==> src/rtl/ep_dma_pkg.sv <==
package ep_dma_pkg;
  localparam int DATA_W = 8;
  localparam int SRC_W  = 3;
  localparam int ADDR_W = 2;

  localparam logic [ADDR_W-1:0] ADR_CTRL = 2'd0;
  localparam logic [ADDR_W-1:0] ADR_STAT = 2'd1;

  typedef enum logic {
    MODE_IMM = 1'b0,
    MODE_EVT = 1'b1
  } req_mode_t;

  typedef struct packed {
    logic             rsvd;
    logic [SRC_W-1:0] src;
    logic             warn_en;
    req_mode_t        mode;
    logic             req_en;
    logic             en;
  } ctrl_t;

  localparam ctrl_t CTRL_RST = '{rsvd: 1'b0, src: 3'd1, warn_en: 1'b0,
                                 mode: MODE_IMM, req_en: 1'b0, en: 1'b0};
endpackage

==> src/rtl/ep_dma_regs.sv <==
module ep_dma_regs
  import ep_dma_pkg::*;
#(
  parameter int NUM_EP = 6
) (
  input  logic              clk,
  input  logic              rst,
  input  logic              wr_en,
  input  logic [ADDR_W-1:0] addr,
  input  logic [DATA_W-1:0] wdata,
  input  logic              xfer,
  output ctrl_t             ctrl,
  output logic [DATA_W-1:0] reg_rdata
);
  ctrl_t            ctrl_q;
  logic             flag_q;
  ctrl_t            wr_view;
  logic             src_ok;

  assign wr_view = ctrl_t'(wdata);
  assign src_ok  = (wr_view.src != '0) && (int'(wr_view.src) <= NUM_EP);

  always_ff @(posedge clk) begin
    if (rst) begin
      ctrl_q <= CTRL_RST;
      flag_q <= 1'b0;
    end else begin
      if (wr_en && addr == ADR_CTRL) begin
        ctrl_q.en      <= wr_view.en;
        ctrl_q.req_en  <= wr_view.req_en;
        ctrl_q.mode    <= wr_view.mode;
        ctrl_q.warn_en <= wr_view.warn_en;
        if (src_ok) ctrl_q.src <= wr_view.src;
        flag_q <= 1'b0;
      end else if (xfer) begin
        flag_q <= 1'b1;
      end
    end
  end

  always_comb begin
    reg_rdata = '0;
    if (addr == ADR_CTRL)      reg_rdata = DATA_W'(ctrl_q);
    else if (addr == ADR_STAT) reg_rdata = {{(DATA_W-1){1'b0}}, flag_q};
  end

  assign ctrl = ctrl_q;

  AST_SRC_RANGE: assert property (@(posedge clk) disable iff (rst)
    (ctrl_q.src != '0) && (int'(ctrl_q.src) <= NUM_EP));
  AST_FLAG_CLEAR: assert property (@(posedge clk) disable iff (rst)
    (wr_en && addr == ADR_CTRL) |=> !flag_q);
endmodule

==> src/rtl/ep_dma_strobe.sv <==
module ep_dma_strobe (
  input  logic clk,
  input  logic rst,
  input  logic rd_stb,
  input  logic wr_stb,
  output logic rd_rise,
  output logic wr_rise
);
  logic rd_q, wr_q;

  always_ff @(posedge clk) begin
    if (rst) begin
      rd_q <= 1'b0;
      wr_q <= 1'b0;
    end else begin
      rd_q <= rd_stb;
      wr_q <= wr_stb;
    end
  end

  assign rd_rise = rd_stb && !rd_q;
  assign wr_rise = wr_stb && !wr_q;
endmodule

==> src/rtl/ep_dma_reqgen.sv <==
module ep_dma_reqgen
  import ep_dma_pkg::*;
#(
  parameter int NUM_EP = 6
) (
  input  logic              clk,
  input  logic              rst,
  input  logic              par_mode,
  input  ctrl_t             ctrl,
  input  logic [NUM_EP-1:0] fifo_empty,
  input  logic [NUM_EP-1:0] fifo_full,
  input  logic [NUM_EP-1:0] fifo_warn,
  input  logic [NUM_EP-1:0] fifo_done,
  input  logic              busy,
  input  logic              dack,
  output logic              drq
);
  logic [NUM_EP-1:0] want;
  logic [SRC_W-1:0]  ep_idx;
  logic              want_sel;
  logic              drq_q;
  logic              hold;

  for (genvar e = 0; e < NUM_EP; e++) begin : g_ep
    logic avail;
    logic event_hit;
    if (e % 2 == 0) begin : g_tx
      assign avail = !fifo_full[e];
    end else begin : g_rx
      assign avail = !fifo_empty[e];
    end
    assign event_hit = fifo_done[e] || (ctrl.warn_en && fifo_warn[e]);
    assign want[e]   = (ctrl.mode == MODE_EVT) ? (avail && event_hit) : avail;
  end

  assign ep_idx   = ctrl.src - SRC_W'(1);
  assign want_sel = want[ep_idx];
  assign hold     = drq_q && busy && dack;

  always_ff @(posedge clk) begin
    if (rst) drq_q <= 1'b0;
    else     drq_q <= par_mode && ctrl.en && want_sel && (ctrl.req_en || hold);
  end

  assign drq = drq_q;

  AST_NO_DRQ_WITHOUT_PAR: assert property (@(posedge clk) disable iff (rst)
    !par_mode |=> !drq_q);
  AST_HALT_DROPS: assert property (@(posedge clk) disable iff (rst)
    (!ctrl.req_en && !(busy && dack)) |=> !drq_q);
endmodule

==> src/rtl/ep_dma_req.sv <==
module ep_dma_req
  import ep_dma_pkg::*;
#(
  parameter int NUM_EP = 6
) (
  input  logic                     clk,
  input  logic                     rst,
  input  logic                     par_mode,
  input  logic                     cs,
  input  logic                     rd_stb,
  input  logic                     wr_stb,
  input  logic                     dack,
  input  logic [ADDR_W-1:0]        addr,
  input  logic [DATA_W-1:0]        wdata,
  output logic [DATA_W-1:0]        rdata,
  output logic                     drq,
  input  logic [NUM_EP-1:0]        fifo_empty,
  input  logic [NUM_EP-1:0]        fifo_full,
  input  logic [NUM_EP-1:0]        fifo_warn,
  input  logic [NUM_EP-1:0]        fifo_done,
  input  logic [NUM_EP*DATA_W-1:0] rx_data,
  output logic [NUM_EP-1:0]        fifo_pop,
  output logic [NUM_EP-1:0]        fifo_push,
  output logic [DATA_W-1:0]        tx_byte
);
  ctrl_t              ctrl;
  logic [DATA_W-1:0]  reg_rdata;
  logic               rd_rise, wr_rise;
  logic               cpu_rd, cpu_wr;
  logic               dma_ok, is_tx;
  logic               dma_rd, dma_wr, xfer;
  logic [SRC_W-1:0]   ep_idx;
  logic [NUM_EP-1:0]  sel_oh;
  logic [DATA_W-1:0]  rx_byte;
  logic               busy_q;
  logic [NUM_EP-1:0]  pop_q, push_q;
  logic [DATA_W-1:0]  rdata_q, tx_q;

  ep_dma_strobe u_strobe (
    .clk     (clk),
    .rst     (rst),
    .rd_stb  (rd_stb),
    .wr_stb  (wr_stb),
    .rd_rise (rd_rise),
    .wr_rise (wr_rise)
  );

  assign cpu_rd = cs && rd_rise;
  assign cpu_wr = cs && wr_rise;

  ep_dma_regs #(.NUM_EP(NUM_EP)) u_regs (
    .clk       (clk),
    .rst       (rst),
    .wr_en     (cpu_wr),
    .addr      (addr),
    .wdata     (wdata),
    .xfer      (xfer),
    .ctrl      (ctrl),
    .reg_rdata (reg_rdata)
  );

  assign ep_idx = ctrl.src - SRC_W'(1);
  assign sel_oh = NUM_EP'(1) << ep_idx;
  assign is_tx  = ctrl.src[0];
  assign dma_ok = par_mode && ctrl.en && !cs && dack;

  always_comb begin
    rx_byte = '0;
    for (int i = 0; i < NUM_EP; i++) begin
      if (ep_idx == SRC_W'(i)) rx_byte = rx_data[i*DATA_W +: DATA_W];
    end
  end

  assign dma_rd = dma_ok && rd_rise && !is_tx && !fifo_empty[ep_idx];
  assign dma_wr = dma_ok && wr_rise &&  is_tx && !fifo_full[ep_idx];
  assign xfer   = dma_rd || dma_wr;

  always_ff @(posedge clk) begin
    if (rst) begin
      pop_q   <= '0;
      push_q  <= '0;
      rdata_q <= '0;
      tx_q    <= '0;
      busy_q  <= 1'b0;
    end else begin
      pop_q  <= dma_rd ? sel_oh : '0;
      push_q <= dma_wr ? sel_oh : '0;
      busy_q <= xfer || (busy_q && dack);
      if (cpu_rd)      rdata_q <= reg_rdata;
      else if (dma_rd) rdata_q <= rx_byte;
      if (dma_wr) tx_q <= wdata;
    end
  end

  ep_dma_reqgen #(.NUM_EP(NUM_EP)) u_reqgen (
    .clk        (clk),
    .rst        (rst),
    .par_mode   (par_mode),
    .ctrl       (ctrl),
    .fifo_empty (fifo_empty),
    .fifo_full  (fifo_full),
    .fifo_warn  (fifo_warn),
    .fifo_done  (fifo_done),
    .busy       (busy_q),
    .dack       (dack),
    .drq        (drq)
  );

  assign fifo_pop  = pop_q;
  assign fifo_push = push_q;
  assign rdata     = rdata_q;
  assign tx_byte   = tx_q;

  AST_STROBE_ONEHOT: assert property (@(posedge clk) disable iff (rst)
    $onehot0({pop_q, push_q}));
  AST_ONE_BYTE_PER_EDGE: assert property (@(posedge clk) disable iff (rst)
    (|pop_q || |push_q) |=> !(|pop_q || |push_q));
  AST_CS_OVERRIDES: assert property (@(posedge clk) disable iff (rst)
    cs |=> (pop_q == '0 && push_q == '0));
  AST_PAR_GATES_XFER: assert property (@(posedge clk) disable iff (rst)
    !par_mode |=> (pop_q == '0 && push_q == '0));
endmodule

==> config.mk <==
export PLATFORM = sky130hd
export DESIGN_NAME = ep_dma_req
export DESIGN_NICKNAME = d
export VERILOG_FILES = /design/src/rtl/ep_dma_pkg.sv /design/src/rtl/ep_dma_regs.sv /design/src/rtl/ep_dma_strobe.sv /design/src/rtl/ep_dma_reqgen.sv /design/src/rtl/ep_dma_req.sv
export SDC_FILE = /design/constraint.sdc
export NUM_CORES = 1
export LEC_CHECK = 0
export BUFFER_PORTS_ARGS = -buffer_cell sky130_fd_sc_hd__buf_4
export CAP_MARGIN = 25
export CELL_PAD_IN_SITES_DETAIL_PLACEMENT = 1
export CELL_PAD_IN_SITES_GLOBAL_PLACEMENT = 2
export CORE_MARGIN = 4
export CORE_UTILIZATION = 21
export DETAILED_ROUTE_END_ITERATION = 8
export GPL_ROUTABILITY_DRIVEN = 0
export PLACE_DENSITY = 0.83
export SETUP_SLACK_MARGIN = 0.02
export SLEW_MARGIN = 25
export SYNTH_ARGS = -nofsm -noshare
export SYNTH_HDL_FRONTEND = slang
export SYNTH_SLANG_ARGS = --single-unit
==> constraint.sdc <==
create_clock -name clk -period 2.6 [get_ports clk]
set_clock_uncertainty 0.2 [all_clocks]
set_input_delay 0 -clock clk [delete_from_list [all_inputs] [get_ports clk]]
set_output_delay 0 -clock clk [all_outputs]
set_load 0.01 [all_outputs]
=== After elaboration in Yosys (flattened, before gate mapping) ===
Index checks and enable logic that the tools add are counted.

* Output and inout bits: 29
* Input port bits: 89
* Bits in registers: 40
* RAM bits: 0
* Memories kept: 0
* Logic and storage cells: 109
* Latch bits: 0
* Memory bits (read-only): 0

* Magnitude comparators: 2
* Mux-type cells: 22
* Shift operators: 1
* Reductions and logical operators: 61
* Div/mod/pow operators: 0
* Multipliers: 0
* Equal/unequal tests: 6
* Add/sub/neg operators: 1
* Bitwise logic cells: 2

{| class="wikitable"
|+ Operator list
! cell !! count
|-
| $mux W8 || 9
|-
| $logic_and A1 B1 Y1 || 32
|-
| $logic_not A1 Y1 || 12
|-
| $mux W1 || 10
|-
| $bmux W1 S3 || 3
|-
| $logic_or A1 B1 Y1 || 9
|-
| $eq A3 B2 Y1 const B || 2
|-
| $eq A3 B3 Y1 const B || 2
|-
| $reduce_or A2 Y1 || 3
|-
| $shl A1 B3 Y6 const A || 1
|-
| $lt A3 B4 Y1 const B || 1
|-
| $eq A3 B1 Y1 const B || 1
|-
| $le A3 B3 Y1 const B || 1
|-
| $logic_not A3 Y1 || 1
|-
| $reduce_bool A3 Y1 || 1
|-
| $sub A3 B1 Y3 const B || 1
|-
| $eq A2 B1 Y1 const B || 1
|-
| $logic_not A2 Y1 || 1
|-
| $not A1 Y1 || 2
|-
| $reduce_and A2 Y1 || 1
|-
| $reduce_bool A2 Y1 || 1
|}

=== Logic depth before layout (Yosys ltp) ===
Gate-level depths: netlist (run 1).

* Depth in word-level cells: 10
* Mapped depth: 10
* Mapped depth without buffers: 7

=== Hierarchy ===
A second synthesis (run 1) with hierarchy kept.

* Cells, all modules: 260
* Area total of the unflattened synthesis: 2298.5 um^2

{| class="wikitable"
|+ Modules (own cells, without submodules)
! module !! cells each !! sequential area each (um^2) !! area each (um^2) !! times used
|-
| ep_dma_req || 172 || 580.6 || 1581.5 || 1
|-
| ep_dma_regs || 50 || 160.2 || 446.7 || 1
|-
| ep_dma_reqgen || 32 || 20.0 || 200.2 || 1
|-
| ep_dma_strobe || 6 || 40.0 || 70.1 || 1
|}

=== Least setup slack after synthesis (run 1) ===
No wires, ideal clock.

* Kind: flip-flop to flip-flop
* From: register u_regs.ctrl_q (netlist bit u_regs.ctrl[4])
* To: register tx_q[4] (netlist: tx_byte[4])
* Data arrival time: 2.368 ns
* Buffers on the path: 2
* Setup slack: -0.096 ns
* Cell stages (with the launch flop): 10
* Required time: 2.272 ns
* Path through: dfxtp_1 clkbuf_1 inv_1 ha_1 mux2i_1 nor2_1 nor4_4 buf_2 mux2i_1 nor2_1

* Longest elaborated chain between the ends: 5
* Elaborated cells on any way between the ends: 6
* Classes of those cells: add/sub: 1; mux: 2; reduce/logical: 3

{| class="wikitable"
|+ RTL lines
! element !! line !! text
|-
| start, declared || ep_dma_regs.sv:15 || <nowiki>ctrl_t ctrl_q;</nowiki>
|-
| $sub A3 B1 Y3 || ep_dma_req.sv:62 || <nowiki>assign ep_idx = ctrl.src - SRC_W'(1);</nowiki>
|-
| $bmux W1 S3 || ep_dma_req.sv:75 || <nowiki>assign dma_wr = dma_ok && wr_rise && is_tx && !fifo_full[ep_idx];</nowiki>
|-
| $mux W1 (implied by the code) || ep_dma_req.sv:75 ||
|-
| $logic_not A1 Y1 || ep_dma_req.sv:75 ||
|-
| $logic_and A1 B1 Y1 (*) || ep_dma_req.sv:75 ||
|-
| end signal, assigned || ep_dma_req.sv:91 || <nowiki>if (dma_wr) tx_q <= wdata;</nowiki>
|-
| end, declared || ep_dma_req.sv:37 || <nowiki>logic [DATA_W-1:0] rdata_q, tx_q;</nowiki>
|}

Every way passes the cells marked *; elsewhere a longest branch is shown, timed or not. The select of a mux whose other input is x is not followed.
A chain may end at the register's enable or synchronous reset.

=== Final worst setup path (run 1) ===
* From: register u_regs.ctrl_q (netlist bit u_regs.ctrl[4])
* To: register rdata_q[7] (netlist: rdata[7])

* Longest elaborated chain between the ends: 10
* Elaborated cells on any way between the ends: 22
* Classes of those cells: add/sub: 1; eq/ne: 5; mux: 10; reduce/logical: 6

{| class="wikitable"
|+ RTL lines
! element !! line !! text
|-
| $sub A3 B1 Y3 || ep_dma_req.sv:62 ||
|-
| $logic_not A3 Y1 || ep_dma_req.sv:70 || <nowiki>if (ep_idx == SRC_W'(i)) rx_byte = rx_data[i*DATA_W +: DATA_W];</nowiki>
|-
| $mux W8 (6 in a row) || ep_dma_req.sv:70 ||
|-
| $mux W8 || ep_dma_req.sv:90 || <nowiki>else if (dma_rd) rdata_q <= rx_byte;</nowiki>
|-
| $mux W8 || ep_dma_req.sv:89 || <nowiki>if (cpu_rd) rdata_q <= reg_rdata;</nowiki>
|-
| end signal, assigned || ep_dma_req.sv:89 ||
|-
| end signal, assigned || ep_dma_req.sv:90 ||
|-
| end, declared || ep_dma_req.sv:37 ||
|}

Several ways; a longest one is shown, not always the timed one. The select of a mux whose other input is x is not followed.

==> flow_metrics.env, run 1 <==
export IMPL_synthDistinctLibCells=39
export IMPL_clock_root_buffer="clkbuf_8"
export IMPL_cts_made_buffers=5
export IMPL_synthArstFlopShare_pct=0
export IMPL_vdd_drop_max_v=0.0001812
export IMPL_worstPathMaxFanout=20
export IMPL_relSlewSlack_pct=71.01
export IMPL_first_pass_iters=4
export IMPL_crit_start="u_regs.ctrl[4]$_SDFFE_PP1P_"
export IMPL_clk_pin_slew_ns=0.08
export IMPL_ys_ff_latch=40
export IMPL_post_drt_wl_per_cell_um=15.65
export IMPL_cts_buffer_depth=2
export IMPL_p_leak_nw=1.604
export IMPL_timing_rr_end="rdata[7]$_SDFFE_PP0P_"
export IMPL_die_y_um=111.3
export IMPL_ys_flop_type="dfxtp_1"
export IMPL_vias=2539
export IMPL_nets=512
export IMPL_io_buffer_count=111
export IMPL_vias_per_cell=4.575
export IMPL_synth_avg_cell_area_um2=8.061
export IMPL_crit_end="rdata[7]$_SDFFE_PP0P_"
export IMPL_rsz0062_at_grt="yes"
export IMPL_cap_violations=0
export IMPL_grt_start_max_net_pins=38
export IMPL_power_frac_clock_pct=34.6
export IMPL_dieArea_mm2=0.01239
export IMPL_synthCells=278
export IMPL_ant_nets=0
export IMPL_powerDensity_mw_per_mm2=403.8
export IMPL_grt_pass1_vias=2798
export IMPL_grt_overflow_total=0
export IMPL_power_mw=1.490
export IMPL_swShare_pct=26.35
export IMPL_p_sw_mw=0.3927
export IMPL_areaGrowthSynthToFinish_pct=64.66
export IMPL_drc=0
export IMPL_max_freq_mhz=414.7
export IMPL_timing_setup_tns_ns=0
export IMPL_dr_first_iter_drc_count=118
export IMPL_num_rows=37
export IMPL_fill_cells=1267
export IMPL_path_class="reg -> reg"
export IMPL_reg2reg_depth=8
export IMPL_synth_area_mm2=0.002241
export IMPL_min_path_type="in -> reg"
export IMPL_diodes=0
export IMPL_grt_usage_pct=13.88
export IMPL_start_util_pct=21.61
export IMPL_status="finished, final reports clean"
export IMPL_setup_violations_final=0
export IMPL_timing_rr_start="u_regs.ctrl[4]$_SDFFE_PP1P_"
export IMPL_worst_pin_slew_ns=0.4228
export IMPL_io_pins=118
export IMPL_combPwrFrac_pct=22.9
export IMPL_critical_path_arrival_ns=2.38
export IMPL_core_area_mm2=0.01037
export IMPL_start_kind="register"
export IMPL_ys_warn_count=0
export IMPL_synth_nets=372
export IMPL_grt_pass1_wl_um=14230
export IMPL_rrSetupSlack_ns=0.19
export IMPL_dp_hpwl_um=6656
export IMPL_yosysSeqAreaShare_pct=35.73
export IMPL_worstSkewPairLatency_ns=0.29
export IMPL_p_seq_share_pct=42.5
export IMPL_cp_end_kind="register"
export IMPL_cts_tree="built"
export IMPL_drive_gt1_share_pct=34.13
export IMPL_drt_wl_total_um=8688
export IMPL_fin_crit_ns=2.411
export IMPL_internal_power_mw=1.097
export IMPL_synth_edf_count=0
export IMPL_finalMaxSlewViolations=0
export IMPL_cts_sinks=40
export IMPL_htreeDepth=2
export IMPL_required_ns=2.57
export IMPL_min_period_over_period_pct=92.74
export IMPL_hold_violations=0
export IMPL_die_width_um=111.3
export IMPL_antenna_found_initial=0
cells in the mapped netlist, drive strengths merged, types with 12 or more instances:
| master | number | area [um2] |
|---|---|---|
| inv | 17 | 63.81 |
| clkbuf | 17 | 63.81 |
| dfxtp | 40 | 800.8 |
| nor3 | 14 | 70.07 |
| o211ai | 15 | 112.6 |
| a21oi | 19 | 95.09 |
| nand2 | 43 | 161.4 |
| mux2i | 12 | 120.1 |
| nor2 | 22 | 82.58 |
worst max-delay path: stages, from the launching register on:
cell and delay (ns):
dfxtp_1 0.32, inv_1 0.16, ha_2 0.28, xor2_4 0.25, buf_6 0.23, o211ai_1 0.11
dlygate4sd3_1 0.58, nand3_1 0.08, a21oi_1 0.06
cells by family (layout without fill, tap and decap cells):
logic type / count (synthesis) / after routing / synth area share, %
compound gates: 66 / 66 / 21.44
xor+xnor: 2 / 2 / 1.117
fa+ha+maj: 5 / 5 / 2.792
buf+inv: 37 / 178 / 6.421
flops: 40 / 40 / 35.73
mux: 13 / 13 / 6.365
simple gates: 115 / 115 / 26.13
through the flow:
stage	worst slack [ns]	std cells	area (um2)	util [%]	hold slack, ns
floorplan	0.05627	278	2242	-	-0.07182
global placement	0.3004	518	3262	31.46	0.02769
detailed placement	0.1467	518	3262	31.46	0.03733
CTS	0.07072	555	3664	35.33	0.003715
global route	0.01420	555	3690	35.58	0.01896
finish	0.1887	555	3690	35.58	0.002116
sequential cells by signal, summed over array words and instances, names as in the netlist:
| name | flops |
|---|---|
| u_strobe.rd_q | 1 |
| tx_byte | 8 |
| fifo_pop | 6 |
| u_strobe.wr_q | 1 |
| u_regs.ctrl | 7 |
| u_reqgen.drq | 1 |
| rdata | 8 |
| u_regs.flag_q | 1 |
| busy_q | 1 |
| fifo_push | 6 |
repair_timing:
| action | 4_1_cts | 5_1_grt |
|---|---|---|
| setup buffers | 0 | 0 |
| endpoints found under the setup margin | 0 | 2 |
| hold buffers | 29 | 0 |
| gates resized for setup | 0 | 6 |
| endpoints found under the hold margin | 30 | 0 |
power by group through the flow:
| stage | Combinational (mW) | Sequential [mW] | Clock, mW |
|---|---|---|---|
| 2_1_floorplan | 0.134 | 0.650 | 0 |
| 3_3_place_gp | 0.301 | 0.647 | 0 |
| 3_5_place_dp | 0.306 | 0.647 | 0 |
| 4_1_cts | 0.340 | 0.633 | 0.528 |
| 5_1_grt | 0.375 | 0.636 | 0.559 |
| 6_report | 0.340 | 0.633 | 0.516 |
layout by cell type (no fill, tap or decap), types with 2 or more instances in the layout:
cell	count
buf_4	122
nand2_1	43
dfxtp_1	40
dlygate4sd3_1	29
nor2_1	22
a21oi_1	19
inv_1	17
o211ai_1	15
nor3_1	14
mux2i_1	12
and3b_1	6
nor3b_1	6
a221oi_1	6
a311oi_1	6
and3_1	6
a31oi_1	6
clkbuf_8	5
nand3b_1	4
nand3_1	4
nor2b_1	4
a211oi_1	4
ha_2	3
a221o_1	2
o21ai_0	2
or2_2	2
ha_1	2
buf_6	2
how the worst min path moves through the flow:
stage	depth (start not counted)	startpoint	slack (ns)	to
floorplan	1	rd_stb	-0.07	u_strobe.rd_q$_SDFF_PP0_
global placement	2	wr_stb	0.03	u_strobe.wr_q$_SDFF_PP0_
detailed placement	2	wr_stb	0.04	u_strobe.wr_q$_SDFF_PP0_
CTS	4	fifo_full[2]	0.004	u_reqgen.drq$_SDFF_PP0_
global route	4	rx_data[31]	0.02	rdata[7]$_SDFFE_PP0P_
finish	4	fifo_full[2]	0.002	u_reqgen.drq$_SDFF_PP0_
layer usage:
layer  vias up  global-route usage (%)  part of all wire [%]
met4         0                   2.109                  0.61
met1      1184                   18.04                    45
met5         -                       0                     0
met2        82                   23.52                    48
met3         6                   3.821                   6.3
li1       1267                       -                     -
final cells by class:
| class | count | area [um2] | share of cell area (%) |
|---|---|---|---|
| Tap cell | 136 | 170.2 | 4.612 |
| Sequential cell | 40 | 800.8 | 21.70 |
| Multi-Input combinational cell | 201 | 1315 | 35.64 |
| Clock inverter | 3 | 42.54 | 1.153 |
| Timing Repair Buffer | 153 | 1229 | 33.30 |
| Clock buffer | 5 | 68.82 | 1.865 |
| Inverter | 17 | 63.81 | 1.729 |
Power figures use the tool's default switching activity.
==> run 2, diff against run 1 <==
--- a/config.mk
+++ b/config.mk
@@ -9,6 +9,7 @@
 export CAP_MARGIN = 25
 export CELL_PAD_IN_SITES_DETAIL_PLACEMENT = 1
 export CELL_PAD_IN_SITES_GLOBAL_PLACEMENT = 2
+export CORE_ASPECT_RATIO = 0.75
 export CORE_MARGIN = 4
 export CORE_UTILIZATION = 21
 export DETAILED_ROUTE_END_ITERATION = 8
==> flow_metrics.env, run 2 (synthesis gave the netlist of run 1 again) <==
export IMPL_cts_made_buffers=5
export IMPL_finalMaxSlewViolations=0
export IMPL_max_freq_mhz=414.1
export IMPL_timing_setup_tns_ns=0
export IMPL_path_class="reg -> reg"
export IMPL_critical_path_arrival_ns=2.37
export IMPL_grt_usage_pct=14.36
export IMPL_violations="hold timing"
export IMPL_p_leak_nw=1.627
export IMPL_worst_pin_slew_ns=0.7929
export IMPL_start_kind="register"
export IMPL_grt_start_max_net_pins=38
export IMPL_grt_pass1_wl_um=14350
export IMPL_hold_violations=1
export IMPL_diodes=0
export IMPL_min_path_type="in -> reg"
export IMPL_htreeDepth=2
export IMPL_ff_latch_area_um2=800.8
export IMPL_cts_sinks=40
export IMPL_worstSkewPairLatency_ns=0.28
export IMPL_clock_root_buffer="clkbuf_16"
export IMPL_required_ns=2.55
export IMPL_layout_cells_most_common_list="buf_4, nand2_1, dfxtp_1"
export IMPL_dr_first_iter_drc_count=55
export IMPL_min_period_over_period_pct=92.89
export IMPL_nets=511
export IMPL_die_y_um=97.46
export IMPL_crit_slowest_cell="dlygate4sd3_1"
export IMPL_drive_gt1_share_pct=34.53
export IMPL_layout_commonest_cell="buf_4"
export IMPL_core_area_mm2=0.01037
export IMPL_drc=0
export IMPL_fin_crit_ns=2.415
export IMPL_setup_violations_final=0
export IMPL_post_drt_wl_per_cell_um=16.24
export IMPL_status="finished, violations left"
export IMPL_start_util_pct=21.61
export IMPL_worstPathCellList="inv_1 > ha_2 > xor2_4 > buf_6 > o211ai_1 > dlygate4sd3_1 > nand3_1 > a21oi_1"
export IMPL_cts_tree="built"
export IMPL_vdd_drop_max_v=0.0002420
export IMPL_io_buffer_count=111
export IMPL_grt_pass1_vias=2860
export IMPL_cts_setup_buffers=0
export IMPL_vias=2570
export IMPL_cap_violations=0
export IMPL_vias_per_cell=4.647
export IMPL_dieArea_mm2=0.01240
export IMPL_io_pins=118
export IMPL_hold_slack_ns=-0.008790
export IMPL_ant_nets=0
export IMPL_first_pass_iters=4
export IMPL_rsz0062_at_grt="no"
export IMPL_cp_end_kind="register"
export IMPL_critPathMaxStageDelay_ns=0.56
export IMPL_antenna_found_initial=0
export IMPL_powerDensity_mw_per_mm2=466.2
export IMPL_worstPathMaxFanout=20
export IMPL_relSlewSlack_pct=46.73
export IMPL_grt_overflow_total=0
export IMPL_drt_wl_total_um=8978
export IMPL_num_rows=32
export IMPL_clk_pin_slew_ns=0.06
export IMPL_postLayoutCoreUtil_pct=36.38
export IMPL_cts_buffer_depth=2
export IMPL_areaGrowthSynthToFinish_pct=68.34
export IMPL_dp_hpwl_um=6702
export IMPL_die_width_um=127.3
export IMPL_multiInputGateArea_mm2=0.001325
export IMPL_fill_cells=1246
run 2: cell types whose count changed in the layout (fill, tap and decap cells not counted), sizes merged:
cell	change
dlygate4sd3	-1
clkinv	-1
clkinvlp	-1
bufinv	+1
run 2: area by class of cell:
type	instances	share of cell area [%]
multi-input cells	201	35.12
flip-flops and latches	40	21.23
inverters	17	1.692
well taps	136	4.511
clock inverters	2	1.592
clock buffers	5	3.317
repair buffers	152	32.54
run 2: metal layers:
layer / vias to the layer above / share of wire, % / GRT usage (%) / routed length (um)
met2: 66 / 49 / 24.91 / 4429
met4: 0 / 1.5 / 3.710 / 138
met3: 8 / 4.8 / 2.692 / 429
met1: 1227 / 44 / 18.19 / 3981
met5: - / 0 / 0 / 0
li1: 1269 / - / - / -
run 2: repair_timing:
| item | CTS | global route |
|---|---|---|
| hold buffers | 28 | 0 |
| setup endpoints to repair | 0 | 3 |
| gates resized for setup | 0 | 7 |
| hold endpoints to repair | 27 | 0 |
run 2: metrics by stage:
stage	worst slack [ns]	hold slack [ns]	std cells	power [mW]	cell area [um2]
floorplan	0.05627	-0.07182	278	0.7835	2242
global placement	0.2854	0.02543	518	0.9382	3274
detailed placement	0.1783	0.02672	518	0.9463	3274
CTS	0.05647	0.0006505	553	1.779	3740
global route	0.03021	0.02135	553	1.841	3772
finish	0.1849	-0.008790	553	1.759	3772
run 2: path summary, 6_finish.rpt:
kind	start	end	cells past startpoint	slack, ns
hold reg to reg	rdata[7]$_SDFFE_PP0P_	rdata[7]$_SDFFE_PP0P_	2	0.29
hold / removal	rx_data[42]	rdata[2]$_SDFFE_PP0P_	5	-0.009
setup reg to reg	u_regs.ctrl[4]$_SDFFE_PP1P_	rdata[7]$_SDFFE_PP0P_	8	0.18
setup / recovery	u_regs.ctrl[4]$_SDFFE_PP1P_	rdata[7]$_SDFFE_PP0P_	8	0.18
run 2: power by group:
group	total, mW	switching (mW)	leakage, nW	internal, mW
Clock	0.787	0.242	0.0899	0.545
Sequential	0.636	0.0110	0.324	0.625
Combinational	0.336	0.147	1.21	0.189
run 2: critical path, delay by kind of cell (launching register included):
kind / cells / cell delay, ns
buffers and inverters: 3 / 0.97
AO/OA/AOI/OAI: 2 / 0.16
adder cells (fa/ha/maj): 1 / 0.30
XOR/XNOR: 1 / 0.24
AND/OR/NAND/NOR: 1 / 0.08
flip-flops: 1 / 0.31
==> run 3, diff against run 2 <==
--- a/config.mk
+++ b/config.mk
@@ -12,9 +12,10 @@
 export CORE_ASPECT_RATIO = 0.75
 export CORE_MARGIN = 4
 export CORE_UTILIZATION = 21
+export CTS_BUF_LIST = sky130_fd_sc_hd__clkbuf_16
 export DETAILED_ROUTE_END_ITERATION = 8
 export GPL_ROUTABILITY_DRIVEN = 0
-export PLACE_DENSITY = 0.83
+export PLACE_DENSITY = 0.82
 export SETUP_SLACK_MARGIN = 0.02
 export SLEW_MARGIN = 25
 export SYNTH_ARGS = -nofsm -noshare
==> flow_metrics.env, run 3 (synthesis gave the netlist of run 1 again) <==
export IMPL_crit_start="u_regs.ctrl[4]$_SDFFE_PP1P_"
export IMPL_grt_pass1_vias=2777
export IMPL_combPwrFrac_pct=20.9
export IMPL_grt_usage_pct=14.32
export IMPL_core_area_mm2=0.01037
export IMPL_drc=0
export IMPL_cts_buffer_depth=2
export IMPL_htreeDepth=2
export IMPL_areaGrowthSynthToFinish_pct=64.15
export IMPL_path_class="reg -> reg"
export IMPL_layout_cells_most_common_list="buf_4, nand2_1, dfxtp_1"
export IMPL_crit_end="rdata[3]$_SDFFE_PP0P_"
export IMPL_setup_violations_final=0
export IMPL_worstSkewPairLatency_ns=0.28
export IMPL_cp_end_kind="register"
export IMPL_crit_path_frequent_cell="mux2i_1"
export IMPL_grt_overflow_total=0
export IMPL_start_util_pct=21.61
export IMPL_start_kind="register"
export IMPL_timing_setup_tns_ns=0
export IMPL_vias=2567
export IMPL_vias_per_cell=4.667
export IMPL_violations="hold timing"
export IMPL_rrSetupSlack_ns=0.23
export IMPL_worstPathCellList="inv_1 > ha_2 > mux2i_1 > mux2i_1 > o41ai_4 > buf_6 > nor2_1 > a311oi_1"
export IMPL_p_sw_mw=0.3966
export IMPL_dieArea_mm2=0.01240
export IMPL_layout_commonest_cell="buf_4"
export IMPL_grt_start_max_net_pins=38
export IMPL_nets=507
export IMPL_powerDensity_mw_per_mm2=423.0
export IMPL_first_pass_iters=4
export IMPL_io_pins=118
export IMPL_grt_pass1_wl_um=14440
export IMPL_ant_nets=0
export IMPL_clk_pin_slew_ns=0.06
export IMPL_die_width_um=127.3
export IMPL_hold_slack_ns=-0.005740
export IMPL_p_seq_share_pct=40.9
export IMPL_vdd_drop_max_v=0.0002987
export IMPL_min_period_over_period_pct=91.21
export IMPL_cts_sinks=40
export IMPL_dp_hpwl_um=6763
export IMPL_cts_made_buffers=5
export IMPL_relSlewSlack_pct=55.14
export IMPL_cts_setup_buffers=0
export IMPL_dr_first_iter_drc_count=68
export IMPL_swShare_pct=25.49
export IMPL_hold_violations=1
export IMPL_finalMaxSlewViolations=0
export IMPL_drive_gt1_share_pct=34.06
export IMPL_worstPathMaxFanout=13
export IMPL_fin_crit_ns=2.372
export IMPL_cap_violations=0
export IMPL_post_drt_wl_per_cell_um=15.97
export IMPL_fill_cells=1228
export IMPL_power_frac_clock_pct=38.2
export IMPL_required_ns=2.58
export IMPL_critical_path_arrival_ns=2.35
export IMPL_cts_tree="built"
export IMPL_p_leak_nw=1.592
export IMPL_critPathMaxStageDelay_ns=0.44
export IMPL_timing_rr_end="rdata[3]$_SDFFE_PP0P_"
export IMPL_status="finished, violations left"
export IMPL_clock_root_buffer="clkbuf_16"
export IMPL_die_y_um=97.46
export IMPL_antenna_found_initial=0
export IMPL_timing_rr_start="u_regs.ctrl[4]$_SDFFE_PP1P_"
export IMPL_min_path_type="in -> reg"
export IMPL_rsz0062_at_grt="no"
export IMPL_internal_power_mw=1.159
export IMPL_max_freq_mhz=421.7
export IMPL_reg2reg_depth=8
export IMPL_crit_slowest_cell="ha_2"
export IMPL_num_rows=32
export IMPL_diodes=0
export IMPL_drt_wl_total_um=8783
export IMPL_io_buffer_count=111
export IMPL_worst_pin_slew_ns=0.6677
==> run 3: cell count changes in the layout (fill, tap and decap cells not counted) <==
cell and delta:
ha_1 +2, clkinvlp_4 +2, dlygate4sd3_1 -4, xnor2_1 +1, clkinv_1 +1, ha_2 -2
bufinv_16 -2, xnor2_2 -1
==> run 3: power groups by stage <==
stage | sequential (mW) | combinational [mW] | clock [mW]
global route | 0.637 | 0.361 | 0.641
global placement | 0.648 | 0.291 | 0
detailed placement | 0.649 | 0.297 | 0
floorplan | 0.650 | 0.134 | 0
finish | 0.636 | 0.326 | 0.594
CTS | 0.635 | 0.327 | 0.617
==> run 3: how the worst min path moves through the flow <==
stage,startpoint,to,slack [ns],cells past startpoint
after floorplan,rd_stb,u_strobe.rd_q$_SDFF_PP0_,-0.07,1
after global placement,wr_stb,u_strobe.wr_q$_SDFF_PP0_,0.03,2
after detailed placement,wr_stb,u_strobe.wr_q$_SDFF_PP0_,0.04,2
after CTS,rx_data[24],rdata[0]$_SDFFE_PP0P_,0.007,5
after global routing,fifo_empty[3],u_reqgen.drq$_SDFF_PP0_,0.02,4
final,rx_data[42],rdata[2]$_SDFFE_PP0P_,-0.006,5
==> run 3: worst max-delay path: cells and delay by family (launching register included) <==
kind | cells | cell delay (ns)
AND/OR/NAND/NOR | 1 | 0.05
AO/OA/AOI/OAI | 2 | 0.58
adder cells (fa/ha/maj) | 1 | 0.44
multiplexers | 2 | 0.37
flip-flops | 1 | 0.33
buffers and inverters | 2 | 0.32
==> run 3: per-layer routing <==
layer	up-vias	track usage (%)	part of all wire (%)	routed length (um)
met5	-	0	0	0
met4	0	2.308	0.56	49
met3	6	3.462	5.5	487
met2	66	23.53	48	4175
met1	1221	19.34	46	4070
li1	1274	-	-	-
==> run 3: stage by stage <==
| step | setup WS, ns | cells | cell area, um2 | total power, mW | utilization (%) |
|---|---|---|---|---|---|
| detailed placement | 0.1389 | 518 | 3274 | 0.9459 | 31.58 |
| finish | 0.2285 | 550 | 3679 | 1.556 | 35.47 |
| floorplan | 0.05627 | 278 | 2242 | 0.7835 | - |
| global placement | 0.2630 | 518 | 3274 | 0.9397 | 31.58 |
| global route | 0.04937 | 550 | 3679 | 1.640 | 35.47 |
| CTS | 0.1087 | 550 | 3659 | 1.579 | 35.28 |
==> run 3: area by class of cell <==
class | count | area (um2) | share of cell area (%)
repair buffers | 148 | 1187 | 32.28
inverters | 17 | 63.81 | 1.735
flip-flops and latches | 40 | 800.8 | 21.77
well taps | 136 | 170.2 | 4.626
multi-input cells | 201 | 1313 | 35.68
clock buffers | 5 | 125.1 | 3.401
clock inverters | 3 | 18.77 | 0.5102
==> run 3: timing repair <==
action | CTS | global route
endpoints found under the hold margin | 27 | 0
hold buffers | 24 | 0
endpoints found under the setup margin | 0 | 7
resized for setup | 0 | 4
